### config.mk
export PLATFORM = sky130hd
export DESIGN_NAME = bus_cycle_ctrl
export DESIGN_NICKNAME = d
export VERILOG_FILES = /design/src/rtl/bcc_pkg.sv /design/src/rtl/bcc_req_slot.sv /design/src/rtl/bcc_seq.sv /design/src/rtl/bcc_bus_drv.sv /design/src/rtl/bcc_done.sv /design/src/rtl/bus_cycle_ctrl.sv
export SDC_FILE = /design/constraint.sdc
export NUM_CORES = 1
export LEC_CHECK = 0
export BUFFER_PORTS_ARGS = -buffer_cell sky130_fd_sc_hd__buf_2
export CAP_MARGIN = 5
export CORE_MARGIN = 2
export CORE_UTILIZATION = 51
export CTS_CLUSTER_DIAMETER = 120
export DETAILED_ROUTE_END_ITERATION = 8
export PLACE_DENSITY = 0.92
export SETUP_SLACK_MARGIN = 0.15
export SLEW_MARGIN = 20
export SYNTH_ARGS = -nofsm -noshare
export SYNTH_HDL_FRONTEND = slang
export SYNTH_SLANG_ARGS = --single-unit
### constraint.sdc
create_clock -name clk -period 2.34 [get_ports clk]
set_input_delay 0.351 -clock clk [delete_from_list [all_inputs] [get_ports clk]]
set_output_delay 0.351 -clock clk [all_outputs]
set_load 0.02 [all_outputs]
### src/rtl/bcc_pkg.sv
package bcc_pkg;

    localparam int ADDR_W = 30;
    localparam int DATA_W = 32;
    localparam int BE_W   = DATA_W / 8;

    typedef struct packed {
        logic wr;
        logic dc;
        logic mio;
    } cyc_def_t;

    typedef struct packed {
        logic [ADDR_W-1:0] addr;
        logic [BE_W-1:0]   be;
        cyc_def_t          def;
    } bus_req_t;

    typedef enum logic [1:0] {
        ST_IDLE = 2'd0,
        ST_T1   = 2'd1,
        ST_T2   = 2'd2,
        ST_T2P  = 2'd3
    } bus_st_t;

    function automatic logic in_data_phase(bus_st_t s);
        return (s == ST_T2) || (s == ST_T2P);
    endfunction

endpackage

### src/rtl/bcc_req_slot.sv
module bcc_req_slot
    import bcc_pkg::*;
(
    input  logic     clk,
    input  logic     rst,
    input  logic     in_valid,
    input  bus_req_t in_req,
    input  logic     take,
    output logic     empty_o,
    output bus_req_t held_o
);

    logic     empty_q;
    bus_req_t held_q;

    always_ff @(posedge clk) begin
        if (rst) begin
            empty_q <= 1'b1;
            held_q  <= '0;
        end else if (in_valid && empty_q) begin
            empty_q <= 1'b0;
            held_q  <= in_req;
        end else if (take) begin
            empty_q <= 1'b1;
        end
    end

    assign empty_o = empty_q;
    assign held_o  = held_q;

    // the sequencer only issues a request the slot actually holds
    assert_take_full_R4: assert property (@(posedge clk) disable iff (rst)
        take |-> !empty_q);

endmodule

### src/rtl/bcc_seq.sv
module bcc_seq
    import bcc_pkg::*;
(
    input  logic    clk,
    input  logic    rst,
    input  logic    pend,
    input  logic    rdy,
    input  logic    na,
    output bus_st_t st_o,
    output logic    issue_o,
    output logic    ack_o
);

    bus_st_t st_q, st_n;
    logic    issue, ack;

    always_comb begin
        st_n  = st_q;
        issue = 1'b0;
        ack   = 1'b0;
        case (st_q)
            ST_IDLE: begin
                issue = pend;
                st_n  = pend ? ST_T1 : ST_IDLE;
            end
            ST_T1: begin
                st_n = ST_T2;
            end
            ST_T2: begin
                if (rdy) begin
                    ack   = 1'b1;
                    issue = pend;
                    st_n  = pend ? ST_T1 : ST_IDLE;
                end else if (na && pend) begin
                    issue = 1'b1;
                    st_n  = ST_T2P;
                end
            end
            ST_T2P: begin
                if (rdy) begin
                    ack  = 1'b1;
                    st_n = ST_T2;
                end
            end
            default: st_n = ST_IDLE;
        endcase
    end

    always_ff @(posedge clk) begin
        if (rst) st_q <= ST_IDLE;
        else     st_q <= st_n;
    end

    assign st_o    = st_q;
    assign issue_o = issue;
    assign ack_o   = ack;

    // an address phase lasts one clock and is followed by a data phase
    assert_t1_then_t2_R2: assert property (@(posedge clk) disable iff (rst)
        (st_q == ST_T1) |=> (st_q == ST_T2));

    // nothing is issued while one cycle is already queued on the bus
    assert_ahead_once_R9: assert property (@(posedge clk) disable iff (rst)
        (st_q == ST_T2P) |-> !issue);

endmodule

### src/rtl/bcc_bus_drv.sv
module bcc_bus_drv
    import bcc_pkg::*;
(
    input  logic     clk,
    input  logic     rst,
    input  logic     issue,
    input  bus_req_t req_i,
    output bus_req_t bus_o,
    output logic     ads_o,
    output logic     prev_wr_o
);

    bus_req_t bus_q;
    logic     ads_q;
    logic     prev_wr_q;

    always_ff @(posedge clk) begin
        if (rst) begin
            bus_q     <= '0;
            ads_q     <= 1'b0;
            prev_wr_q <= 1'b0;
        end else begin
            ads_q <= issue;
            if (issue) begin
                prev_wr_q <= bus_q.def.wr;
                bus_q     <= req_i;
            end
        end
    end

    assign bus_o     = bus_q;
    assign ads_o     = ads_q;
    assign prev_wr_o = prev_wr_q;

    // a strobe never lasts more than one clock
    assert_ads_once_R8: assert property (@(posedge clk) disable iff (rst)
        ads_q |=> !ads_q);

endmodule

### src/rtl/bcc_done.sv
module bcc_done
    import bcc_pkg::*;
(
    input  logic              clk,
    input  logic              rst,
    input  logic              ack,
    input  logic              wr_i,
    input  logic [DATA_W-1:0] rdata_i,
    output logic              done_o,
    output logic              wr_o,
    output logic [DATA_W-1:0] rdata_o
);

    logic              done_q;
    logic              wr_q;
    logic [DATA_W-1:0] rdata_q;

    always_ff @(posedge clk) begin
        if (rst) begin
            done_q  <= 1'b0;
            wr_q    <= 1'b0;
            rdata_q <= '0;
        end else begin
            done_q <= ack;
            if (ack) begin
                wr_q    <= wr_i;
                rdata_q <= rdata_i;
            end
        end
    end

    assign done_o  = done_q;
    assign wr_o    = wr_q;
    assign rdata_o = rdata_q;

endmodule

### src/rtl/bus_cycle_ctrl.sv
module bus_cycle_ctrl
    import bcc_pkg::*;
(
    input  logic              clk,
    input  logic              rst,
    input  logic              req_valid,
    output logic              req_ready,
    input  logic [ADDR_W-1:0] req_addr,
    input  logic [BE_W-1:0]   req_be,
    input  logic              req_wr,
    input  logic              req_dc,
    input  logic              req_mio,
    output logic [ADDR_W-1:0] bus_addr,
    output logic [BE_W-1:0]   bus_be,
    output logic              bus_wr,
    output logic              bus_dc,
    output logic              bus_mio,
    output logic              bus_ads,
    input  logic              bus_ready,
    input  logic              bus_next,
    input  logic [DATA_W-1:0] bus_rdata,
    output logic              done,
    output logic              done_wr,
    output logic [DATA_W-1:0] done_rdata
);

    bus_req_t in_req, held, bus_q;
    logic     slot_empty, pend, issue, ack, prev_wr, done_wr_sel;
    bus_st_t  st;

    assign in_req.addr    = req_addr;
    assign in_req.be      = req_be;
    assign in_req.def.wr  = req_wr;
    assign in_req.def.dc  = req_dc;
    assign in_req.def.mio = req_mio;

    bcc_req_slot u_slot (
        .clk     (clk),
        .rst     (rst),
        .in_valid(req_valid),
        .in_req  (in_req),
        .take    (issue),
        .empty_o (slot_empty),
        .held_o  (held)
    );

    assign pend      = !slot_empty;
    assign req_ready = slot_empty;

    bcc_seq u_seq (
        .clk    (clk),
        .rst    (rst),
        .pend   (pend),
        .rdy    (bus_ready),
        .na     (bus_next),
        .st_o   (st),
        .issue_o(issue),
        .ack_o  (ack)
    );

    bcc_bus_drv u_drv (
        .clk      (clk),
        .rst      (rst),
        .issue    (issue),
        .req_i    (held),
        .bus_o    (bus_q),
        .ads_o    (bus_ads),
        .prev_wr_o(prev_wr)
    );

    assign bus_addr = bus_q.addr;
    assign bus_be   = bus_q.be;
    assign bus_wr   = bus_q.def.wr;
    assign bus_dc   = bus_q.def.dc;
    assign bus_mio  = bus_q.def.mio;

    // while a queued cycle sits on the bus, the finishing cycle is the older one
    assign done_wr_sel = (st == ST_T2P) ? prev_wr : bus_q.def.wr;

    bcc_done u_done (
        .clk    (clk),
        .rst    (rst),
        .ack    (ack),
        .wr_i   (done_wr_sel),
        .rdata_i(bus_rdata),
        .done_o (done),
        .wr_o   (done_wr),
        .rdata_o(done_rdata)
    );

    // ready sampled in a data phase completes the cycle next clock
    assert_done_on_ready_R2: assert property (@(posedge clk) disable iff (rst)
        (in_data_phase(st) && bus_ready) |=> done);

    // a wait state keeps the bus lines and produces no completion
    assert_wait_hold_R3: assert property (@(posedge clk) disable iff (rst)
        (st == ST_T2 && !bus_ready && !(bus_next && pend))
        |=> ($stable(bus_addr) && $stable(bus_be) && !bus_ads && !done));

    // early issue strobes the next cycle before the current one ends
    assert_early_issue_R5: assert property (@(posedge clk) disable iff (rst)
        (st == ST_T2 && !bus_ready && bus_next && pend)
        |=> (bus_ads && !done && st == ST_T2P));

    // with nothing pending the controller stays idle and quiet
    assert_idle_quiet_R11: assert property (@(posedge clk) disable iff (rst)
        (st == ST_IDLE && !pend) |=> (!bus_ads && st == ST_IDLE));

endmodule

==> impl_metrics.env <==
export IMPL_min_period_over_period_pct=66.62
export IMPL_grt_total_usage_pct=24.61
export IMPL_netlist_area_um2=3717
export IMPL_final_cell_area_um2=5071
export IMPL_cts_tree="yes"
export IMPL_die_area_um2=7988
export IMPL_cts_resized_gates=0
export IMPL_globalRouteMet3Util_pct=9.972
export IMPL_dpl_hpwl_um=6243
export IMPL_slowest_delay_ps=460
export IMPL_first_global_vias=3276
export IMPL_vias=3384
export IMPL_maxSlewViolCount=0
export IMPL_drt_initial_drc_count=143
export IMPL_antenna_found_initial=0
export IMPL_dpl_cell_area_um2=4503
export IMPL_gp_congestion=0.7913
export IMPL_ant_nets=0
export IMPL_required_ps=2740
export IMPL_arrival_ps=1960
export IMPL_yosys_warnings=0
export IMPL_cts_root_buf="clkbuf_8"
export IMPL_via_per_inst=5.112
export IMPL_power_leakage_uw=0.002310
export IMPL_numCtsBuffers=17
export IMPL_path_cells="and2_1, buf_4, nand2_1, a21oi_1"
export IMPL_worstMarginPinSlew_ps=454.4
export IMPL_cts_reportedPaths_clkPinSlew_ps=50
export IMPL_netlist_cell_type_count=18
export IMPL_core_area_um2=7137
export IMPL_peakVddDrop_mv=0.7003
export IMPL_rsz0062_at_grt="no"
export IMPL_cts_max_level=4
export IMPL_nets=624
export IMPL_power_density_nw_per_um2=941.7
export IMPL_max_slew_margin_rel_pct=69.71
export IMPL_fin_cells=662
export IMPL_routedWlPerCell_um=14.49
export IMPL_min_period_ps=1559
export IMPL_slowest_stage="dfxtp_1"
export IMPL_area_growth_pct=36.42
export IMPL_met2_usage_pct=42.76
export IMPL_ios=147
export IMPL_setup_viol=0
export IMPL_clock_path_buffers=2
export IMPL_drive_gt1_share_pct=33.57
export IMPL_num_antenna_cells=0
export IMPL_die_w_um=89.38
export IMPL_postLayoutCoreUtil_pct=71.06
export IMPL_grt_overflow=0
export IMPL_num_rows=31
export IMPL_dr_pass1_iters=4
export IMPL_critPathKind="flip-flop to flip-flop"
export IMPL_outcome="completed"
export IMPL_grtUsageMet1_pct=27.20
export IMPL_cts_hold_repair_buffers=0
export IMPL_end_kind="flip-flop"
export IMPL_ys_seq_area_share_pct=60.85
export IMPL_critPathMaxFanout=31
export IMPL_syn_instance_count=406
export IMPL_num_fill_cells=590
export IMPL_syn_area_per_cell_um2=9.156
export IMPL_numPlacedInstances=630
export IMPL_hold_ws_ps=85.23
export IMPL_fin_worst_skew_ps=5.978
export IMPL_setup_tns_ps=0
export IMPL_hold_class="input pin to flip-flop"
export IMPL_synth_seq_cells=113
export IMPL_maxCapViolCount=0
export IMPL_grt_pass1_wl_um=14930
export IMPL_synth_nets=480
export IMPL_clock_sinks=113
export IMPL_hold_viol=0
export IMPL_max_freq_mhz=641.5
export IMPL_top_usage_layer="met2"
export IMPL_port_buffers=146
export IMPL_initial_core_util_pct=52.09
export IMPL_clk_latency_ps=490
export IMPL_routed_wl_um=9595
export IMPL_cts_setup_buffers=0
export IMPL_startpoint_type="flip-flop"
export IMPL_grt_start_max_net_pins=44
export IMPL_fp_dieH_um=89.38
export IMPL_drc_errors=0
## registers in the layout, summed over array words and instances (netlist names)
register and count:
u_drv.bus_o 37, u_slot.held_o 37, u_done.rdata_o 32, u_seq.st_o 2, u_done.done_o 1, u_done.wr_o 1
u_drv.ads_o 1, u_drv.prev_wr_o 1, u_slot.empty_o 1
## path summary, 6_finish.rpt
check / slack, ps / from / endpoint / cells past startpoint
worst max-delay path: 780 / u_slot.empty_o / u_slot.held_o[9] / 4
worst min-delay path: 90 / req_valid / u_slot.empty_o / 2
worst max register to register: 780 / u_slot.empty_o / u_slot.held_o[9] / 4
worst min register to register: 450 / u_done.rdata_o[27] / u_done.rdata_o[27] / 2
## cell usage in the layout (no fill, tap or decap), types with 2 or more instances in the layout
master | netlist | final
buf_2 | 14 | 146
nand2_1 | 140 | 140
dfxtp_1 | 113 | 113
a21oi_1 | 70 | 70
a22o_1 | 38 | 38
clkbuf_16 | 0 | 16
buf_4 | 0 | 9
clkinv_2 | 0 | 5
clkinvlp_4 | 0 | 5
inv_1 | 3 | 3
nor2_1 | 3 | 3
and2_1 | 2 | 2
clkbuf_8 | 0 | 2
bufinv_16 | 0 | 2
## metrics by stage
step,total power [uW],setup slack [ps]
3_3_place_gp,2390,789.1
3_5_place_dp,2406,740.4
2_1_floorplan,2269,1058
4_1_cts,4805,789.8
6_report,4775,781.1
5_1_grt,4957,670.6
## cell families (layout without fill, tap and decap cells)
family	count (synthesis)	in the layout	synth area share, %
compound gates	112	112	19.22
buf+inv	33	190	4.207
flops	113	113	60.85
mux	1	1	0.2693
simple gates	147	147	15.45
## routing by layer
layer / up-vias / part of all wire [%]
met3: 10 / 7.3
met5: - / 0
met2: 133 / 51
li1: 1651 / -
met4: 0 / 1.1
met1: 1590 / 40
## cells in the mapped netlist
cell,instances,area [um2]
a211oi_1,1,7.510
dfxtp_1,113,2262
a21oi_1,70,350.3
buf_6,2,22.52
nor2_1,3,11.26
inv_1,3,11.26
a22o_1,38,332.8
o21ai_0,1,5.000
a41o_1,1,10.01
nor3b_2,1,12.51
buf_1,3,11.26
mux2i_1,1,10.01
o31a_1,1,8.760
clkbuf_1,11,41.29
nand2_1,140,525.5
nor4_2,1,12.51
and2_1,2,12.51
buf_2,14,70.07
## final cells by class
cell class	instances	area [um2]	area share [%]
multi-input cells	260	1308	25.78
clock buffers	18	427.9	8.438
clock inverters	14	140.1	2.763
inverters	3	11.26	0.2221
flip-flops and latches	113	2262	44.61
repair buffers	155	798.3	15.74
well taps	99	123.9	2.443
## report_power, final
part | internal [uW] | total, uW | switching [uW]
Sequential | 2000 | 2040 | 43.6
Combinational | 126 | 330 | 204
Clock | 1530 | 2400 | 871
## worst max-delay path: cells and delay by family (launching register included)
kind                   cells  cell delay [ps]
flip-flops                 1              460
AO/OA/AOI/OAI              1              210
buffers and inverters      1              360
AND/OR/NAND/NOR            2              430
No activity file was read; power rests on OpenSTA's default activity.
